--- src/rtl/tvu_pkg.sv ---
// Shared types of the trap vector unit.
// Assumes a 32-bit descriptor layout fixed by the trap source.
package tvu_pkg;
    typedef enum logic [1:0] {
        FETCH_IDLE = 2'd0,
        FETCH_REQ  = 2'd1,
        FETCH_WAIT = 2'd2
    } fetch_state_e;

    typedef enum logic [1:0] {
        SEL_TVEC  = 2'd0,
        SEL_CAUSE = 2'd1,
        SEL_TBASE = 2'd2
    } csr_sel_e;

    typedef struct packed {
        logic        active;
        logic [14:0] cause;
        logic [15:0] ident;
    } trap_desc_t;
endpackage

--- src/rtl/tvu_csr.sv ---
// Vector, cause and table-base registers with write and read masking.
// Assumes one access per cycle; the read port is combinational.
module tvu_csr #(
    parameter int XLEN    = 32,
    parameter bit CLIC_EN = 1'b1
) (
    input  logic            clk,
    input  logic            rst_n,
    input  logic            we,
    input  logic [1:0]      sel,
    input  logic [XLEN-1:0] wdata,
    output logic [XLEN-1:0] rdata,
    output logic [XLEN-1:0] tvec_q,
    output logic [XLEN-1:0] cause_q,
    output logic [XLEN-1:0] tbase_q
);
    import tvu_pkg::*;

    localparam int CODE_BITS = CLIC_EN ? 12 : 4;
    localparam logic [XLEN-1:0] CAUSE_MASK =
        {1'b1, {(XLEN-1-CODE_BITS){1'b0}}, {CODE_BITS{1'b1}}};

    csr_sel_e sel_e;
    assign sel_e = csr_sel_e'(sel);

    // Register update with masking of the cause value.
    always_ff @(posedge clk) begin
        if (!rst_n) begin
            tvec_q  <= '0;
            cause_q <= '0;
            tbase_q <= '0;
        end else if (we) begin
            case (sel_e)
                SEL_TVEC:  tvec_q  <= wdata;
                SEL_CAUSE: cause_q <= wdata & CAUSE_MASK;
                SEL_TBASE: tbase_q <= wdata;
                default:   ;
            endcase
        end
    end

    // Read mux; bit 1 of the vector is hidden without the table option.
    always_comb begin
        case (sel_e)
            SEL_TVEC:  rdata = CLIC_EN ? tvec_q : (tvec_q & ~XLEN'(2));
            SEL_CAUSE: rdata = cause_q;
            SEL_TBASE: rdata = tbase_q;
            default:   rdata = '0;
        endcase
    end
endmodule

--- src/rtl/tvu_vector_calc.sv ---
// Computes the direct or vectored target and whether a table read is needed.
// Assumes the cause fits in 15 bits, so 4*cause fits in XLEN >= 17.
module tvu_vector_calc #(
    parameter int XLEN    = 32,
    parameter bit CLIC_EN = 1'b1
) (
    input  logic [XLEN-1:0] tvec,
    input  logic [14:0]     cause,
    input  logic            is_irq,
    output logic [XLEN-1:0] target,
    output logic            use_table
);
    logic [XLEN-1:0] base;
    logic [XLEN-1:0] offset;

    // Base address and scaled cause offset for vectored interrupts.
    always_comb begin
        base   = tvec & ~XLEN'(3);
        offset = (is_irq && tvec[0]) ? XLEN'({cause, 2'b00}) : '0;
        target = base + offset;
    end

    generate
        if (CLIC_EN) begin : g_table
            // Table path: interrupt with both mode bits set.
            always_comb use_table = is_irq && (tvec[1:0] == 2'b11);
        end else begin : g_no_table
            // No table path without the option.
            always_comb use_table = 1'b0;
        end
    endgenerate
endmodule

--- src/rtl/tvu_fetch.sv ---
// Single-word handler fetch: request until ready, then wait for a response.
// Assumes the response never arrives in the same cycle as request acceptance.
module tvu_fetch #(
    parameter int XLEN = 32
) (
    input  logic            clk,
    input  logic            rst_n,
    input  logic            start,
    input  logic [XLEN-1:0] table_addr,
    input  logic [XLEN-1:0] entry_pc,
    output logic            busy,
    output logic            req_valid,
    input  logic            req_ready,
    output logic [XLEN-1:0] req_addr,
    input  logic            rsp_valid,
    input  logic [XLEN-1:0] rsp_data,
    input  logic            rsp_err,
    output logic            done,
    output logic [XLEN-1:0] done_pc
);
    import tvu_pkg::*;

    fetch_state_e    state_q;
    logic [XLEN-1:0] addr_q;
    logic [XLEN-1:0] pc_q;

    // Sequencing of the fetch and capture of address and entry PC.
    always_ff @(posedge clk) begin
        if (!rst_n) begin
            state_q <= FETCH_IDLE;
            addr_q  <= '0;
            pc_q    <= '0;
        end else begin
            case (state_q)
                FETCH_IDLE: if (start) begin
                    state_q <= FETCH_REQ;
                    addr_q  <= table_addr;
                    pc_q    <= entry_pc;
                end
                FETCH_REQ:  if (req_ready) state_q <= FETCH_WAIT;
                FETCH_WAIT: if (rsp_valid) state_q <= FETCH_IDLE;
                default:    state_q <= FETCH_IDLE;
            endcase
        end
    end

    // Handshake outputs and completion result.
    always_comb begin
        busy      = (state_q != FETCH_IDLE);
        req_valid = (state_q == FETCH_REQ);
        req_addr  = addr_q;
        done      = (state_q == FETCH_WAIT) && rsp_valid;
        done_pc   = rsp_err ? pc_q : rsp_data;
    end
endmodule

--- src/rtl/trap_vector_unit.sv ---
// Trap entry: decodes the descriptor, picks the target or fetches it from a table.
// Assumes the hart holds off its own state until trap_done.
module trap_vector_unit #(
    parameter int XLEN    = 32,
    parameter bit CLIC_EN = 1'b1
) (
    input  logic            clk,
    input  logic            rst_n,
    input  logic            trap_valid,
    input  logic [31:0]     trap_desc,
    input  logic [XLEN-1:0] cur_pc,
    input  logic            csr_we,
    input  logic [1:0]      csr_sel,
    input  logic [XLEN-1:0] csr_wdata,
    output logic [XLEN-1:0] csr_rdata,
    output logic            mem_req_valid,
    input  logic            mem_req_ready,
    output logic [XLEN-1:0] mem_req_addr,
    input  logic            mem_rsp_valid,
    input  logic [XLEN-1:0] mem_rsp_data,
    input  logic            mem_rsp_err,
    output logic [XLEN-1:0] next_pc,
    output logic            trap_done,
    output logic            gie_clear
);
    import tvu_pkg::*;

    trap_desc_t      desc;
    logic [XLEN-1:0] tvec_q, cause_q, tbase_q;
    logic [XLEN-1:0] target, fetch_pc;
    logic            is_irq, use_table, accept, fetch_busy, fetch_done;

    assign desc = trap_desc_t'(trap_desc);

    tvu_csr #(.XLEN(XLEN), .CLIC_EN(CLIC_EN)) u_csr (
        .clk(clk), .rst_n(rst_n), .we(csr_we), .sel(csr_sel),
        .wdata(csr_wdata), .rdata(csr_rdata),
        .tvec_q(tvec_q), .cause_q(cause_q), .tbase_q(tbase_q)
    );

    tvu_vector_calc #(.XLEN(XLEN), .CLIC_EN(CLIC_EN)) u_calc (
        .tvec(tvec_q), .cause(desc.cause), .is_irq(is_irq),
        .target(target), .use_table(use_table)
    );

    tvu_fetch #(.XLEN(XLEN)) u_fetch (
        .clk(clk), .rst_n(rst_n), .start(accept && use_table),
        .table_addr(tbase_q), .entry_pc(cur_pc), .busy(fetch_busy),
        .req_valid(mem_req_valid), .req_ready(mem_req_ready),
        .req_addr(mem_req_addr), .rsp_valid(mem_rsp_valid),
        .rsp_data(mem_rsp_data), .rsp_err(mem_rsp_err),
        .done(fetch_done), .done_pc(fetch_pc)
    );

    // Trap acceptance and selection of the result source.
    always_comb begin
        is_irq    = (desc.ident != '0);
        accept    = trap_valid && desc.active && !fetch_busy;
        gie_clear = accept;
        trap_done = (accept && !use_table) || fetch_done;
        next_pc   = fetch_done ? fetch_pc : target;
    end
endmodule

--- config.mk ---
export PLATFORM = sky130hd
export DESIGN_NAME = trap_vector_unit
export DESIGN_NICKNAME = d
export VERILOG_FILES = /design/src/rtl/tvu_pkg.sv /design/src/rtl/tvu_csr.sv /design/src/rtl/tvu_vector_calc.sv /design/src/rtl/tvu_fetch.sv /design/src/rtl/trap_vector_unit.sv
export SDC_FILE = /design/constraint.sdc
export NUM_CORES = 1
export LEC_CHECK = 0
export ABC_AREA = 1
export BUFFER_PORTS_ARGS = -buffer_cell sky130_fd_sc_hd__clkbuf_2
export CAP_MARGIN = 20
export CORE_MARGIN = 4
export CORE_UTILIZATION = 52
export DETAILED_ROUTE_END_ITERATION = 8
export PLACE_DENSITY = 0.87
export SLEW_MARGIN = 5
export SYNTH_ARGS = -nofsm -noshare
export SYNTH_HDL_FRONTEND = slang
export SYNTH_SLANG_ARGS = --single-unit
--- constraint.sdc ---
create_clock -name clk -period 3.76 [get_ports clk]
set_input_delay 0.752 -clock clk [delete_from_list [all_inputs] [get_ports clk]]
set_output_delay 0.752 -clock clk [all_outputs]
set_load 0.02 [all_outputs]
==> impl_metrics.json <==
{
  "multiInputGateArea_sq_um": 4649,
  "worstPathMaxFanout": 6,
  "synth-seq-cells": 143,
  "wirelength_microns": 27680,
  "via_per_inst": 5.609,
  "syn-instance-count": 1192,
  "tns_ns": -3.527,
  "async_flop_share": 0,
  "slowest_stage": "ha_1",
  "vias": 9148,
  "grt_max_degree": 114,
  "r2r_start": "u_csr.tvec_q[0]",
  "drtIter0Drc": 822,
  "rr_worst_depth": 7,
  "crit_type": "input pin to output pin",
  "hold_start": "u_fetch.req_addr[0]",
  "synth-xor-area-share": 0.01244,
  "slew_viol_final": 0,
  "die_width_microns": 130.1,
  "tightest_slew_ns": 1.027,
  "place_congestion": 0.9777,
  "ir_worst_vdd_mv": 0.3153,
  "slowest_delay_ns": 0.42,
  "drcViolationCount": 0,
  "fin_skew_ns": 0.007985,
  "cts_hold_buf": 0,
  "start_kind": "input pin",
  "yosys.area_share.simple": 0.2142,
  "powerDensity_nw_per_um2": 351.2,
  "grt_pass1_wl_microns": 37470,
  "synthMuxAreaShare": 0.001292,
  "core_sq_um": 14590,
  "chipHeight_microns": 130.1,
  "rsz0062_at_grt": "yes",
  "ys.flop_type": "dfxtp_1",
  "htreeDepth": 4,
  "power_mw": 3.781,
  "cts_buffer_depth": 2,
  "min_period_over_period": 1.092,
  "numCtsBuffers": 17,
  "cts_tree": "yes",
  "post_drt_wl_per_cell_microns": 16.97,
  "grt.total_usage": 0.2784,
  "seqCellArea_sq_um": 2863,
  "crit_start": "trap_desc[5]",
  "grt_antenna_before_repair": 1,
  "synth_nets": 1345,
  "synth_seq_area_share": 0.3696,
  "avgSynthCellArea_sq_um": 6.498,
  "leakagePower_nw": 4.999,
  "clkSlewWorstSetupHoldPaths_ns": 0.06,
  "synth_area_sq_um": 7746,
  "rows": 44,
  "synth-edff-count": 0,
  "nFillCells": 1084,
  "drt_pass1_iterations": 7,
  "relSlewSlack": 0.3143,
  "worstSetupEndpointType": "output pin",
  "holdPathStages": 2,
  "clk_latency_ns": 0.43,
  "r2r_slack_ns": 1.54,
  "holdPathEnd": "u_fetch.req_addr[0]",
  "design.die.area_sq_um": 16910,
  "start_util": 0.5310,
  "worstPathCellList": "clkbuf_2 > nor2_1 > nand2_1 > nor2_1 > a21boi_2 > inv_2 > buf_12 > nor2_1 > ha_1 > nand2_2 > nor2_2 > nand2_2 > nand3_4 > nand2_2 > nand2_4 > nand2_2 > nand2_1 > nand2_1 > nand2_1 > nand2_2 > nand2_2 > buf_6",
  "synth-compound-area-share": 0.2418,
  "synth_cell_types": 34,
  "hpwl_microns": 18110,
  "drive_gt1_frac": 0.3366,
  "ys_top_cells_by_area": "dfxtp_1, nand2_1, o21ai_0",
  "cts_sinks": 143,
  "synth-adder-area-share": 0.02681,
  "nets": 1587,
  "finalSetupViolCount": 24,
  "critPathRequiredTime_ns": 3.01,
  "cts-root-buf": "clkbuf_16",
  "portBuffers": 235,
  "yosysMostFrequentCell": "nand2_1",
  "path_buf_inv": 4,
  "cap_violations": 0,
  "num_io_pins": 236,
  "synth_top_family_by_area": "compound AO/OA/AOI/OAI gates",
  "setup_slack_ns": -0.3452,
  "yosys_warnings": 0,
  "synth_area_leader_cell": "dfxtp_1",
  "reg2reg_to": "u_fetch.req_addr[2]",
  "fmax_mhz": 243.6,
  "hold_viol": 0,
  "status": "finished with violations",
  "crit_path_frequent_cell": "nand2_2",
  "first_global_vias": 7744,
  "worstHoldPathType": "register to register",
  "num_antenna_cells": 0,
  "cpLargestDelayFamily": "simple AND/OR/NAND/NOR gates",
  "arrival_ns": 3.35,
  "netlist.area_leader.share": 0.3696,
  "fin_crit_ns": 4.105,
  "ys_top_cells_by_count": "nand2_1, inv_1, o21ai_0",
  "ant_nets": 0,
  "areaGrowthSynthToFinish_pct": 39.01,
  "violations": "negative setup slack",
  "grt.overflow.total": 0
}
-- layout by cell type, fill, tap and decap left out, types with 9 or more instances in the layout --
master	synthesis	layout
o221ai_1	13	13
nor2_2	5	18
nand3_1	46	25
nand2_2	3	56
inv_2	1	9
o21ai_0	185	178
nor2_4	0	15
dfxtp_1	143	143
o22ai_1	14	14
clkbuf_16	0	18
clkbuf_2	0	211
buf_6	6	20
nand2_4	0	13
nand3_2	1	17
buf_4	6	50
inv_1	191	182
nor2_1	86	58
nand2_1	250	184
ha_4	0	10
a21oi_1	138	130
-- worst max-delay path by stage --
stage,end,slack (ns),depth (start not counted)
finish,next_pc[31],-0.35,22
global route,next_pc[31],-0.44,22
CTS,next_pc[16],-0.007,20
detailed placement,next_pc[20],-0.09,21
global placement,next_pc[21],-0.08,19
floorplan,next_pc[17],0.15,13
-- flip-flops by register name (all words and copies together) (netlist names) --
name,count
u_csr.cause_q,13
u_csr.tbase_q,32
u_csr.tvec_q,32
u_fetch.pc_q,32
u_fetch.req_addr,32
u_fetch.state_q,2
-- metal layers --
layer  wire length [microns]  track usage  up-vias  share of wire
met4                    1080      0.09413        2          0.039
met5                      18            0        -        0.00065
li1                        -            -     4327              -
met2                   12630       0.4384      514           0.46
met3                    2589      0.06386      110          0.094
met1                   11360       0.3779     4195           0.41
-- tightest hold or removal path: stages (launching register included) --
cell and delay [ns]:
dfxtp_1 0.31, inv_1 0.05, a21oi_1 0.05
-- cells by family (layout without fill, tap and decap cells) --
family,after synthesis,after routing
muxes,1,1
and+or+nand+nor,408,408
buffers and inverters,255,510
xor gates and xnor gates,11,11
DFF,143,143
adders and majority gates,16,16
AOI/OAI and AO/OA,358,358
-- power breakdown --
| group | internal [mW] | switching [mW] | leakage (nW) |
|---|---|---|---|
| sequential | 1.56 | 0.0391 | 1.16 |
| clock | 0.933 | 0.688 | 0.264 |
| combinational | 0.226 | 0.335 | 3.57 |
-- per-stage QoR --
step / instances / setup WS [ns] / hold slack [ns] / area [sq um] / utilization
floorplan: 1192 / 0.1500 / 0.4233 / 7746 / -
finish: 1631 / -0.3452 / 0.4414 / 10770 / 0.7381
global route: 1631 / -0.4364 / 0.4600 / 10770 / 0.7381
detailed placement: 1587 / -0.09244 / 0.4351 / 9178 / 0.6291
CTS: 1620 / -0.006772 / 0.4441 / 9772 / 0.6698
global placement: 1587 / -0.07596 / 0.4309 / 9178 / 0.6291
-- repair_timing --
item	in CTS	in global routing
setup endpoints to repair	20	25
setup buffers	1	10
gates cloned	0	1
resized for setup	10	263
pin swaps	1	91
-- cell type report --
cell class	count	share of cell area
Inverter	193	0.06751
Clock inverter	11	0.009877
Tap cell	184	0.02138
Timing Repair Buffer	285	0.1617
Sequential cell	143	0.2659
Multi-Input combinational cell	794	0.4318
Clock buffer	21	0.04183
(Power assumes the default switching activity.)
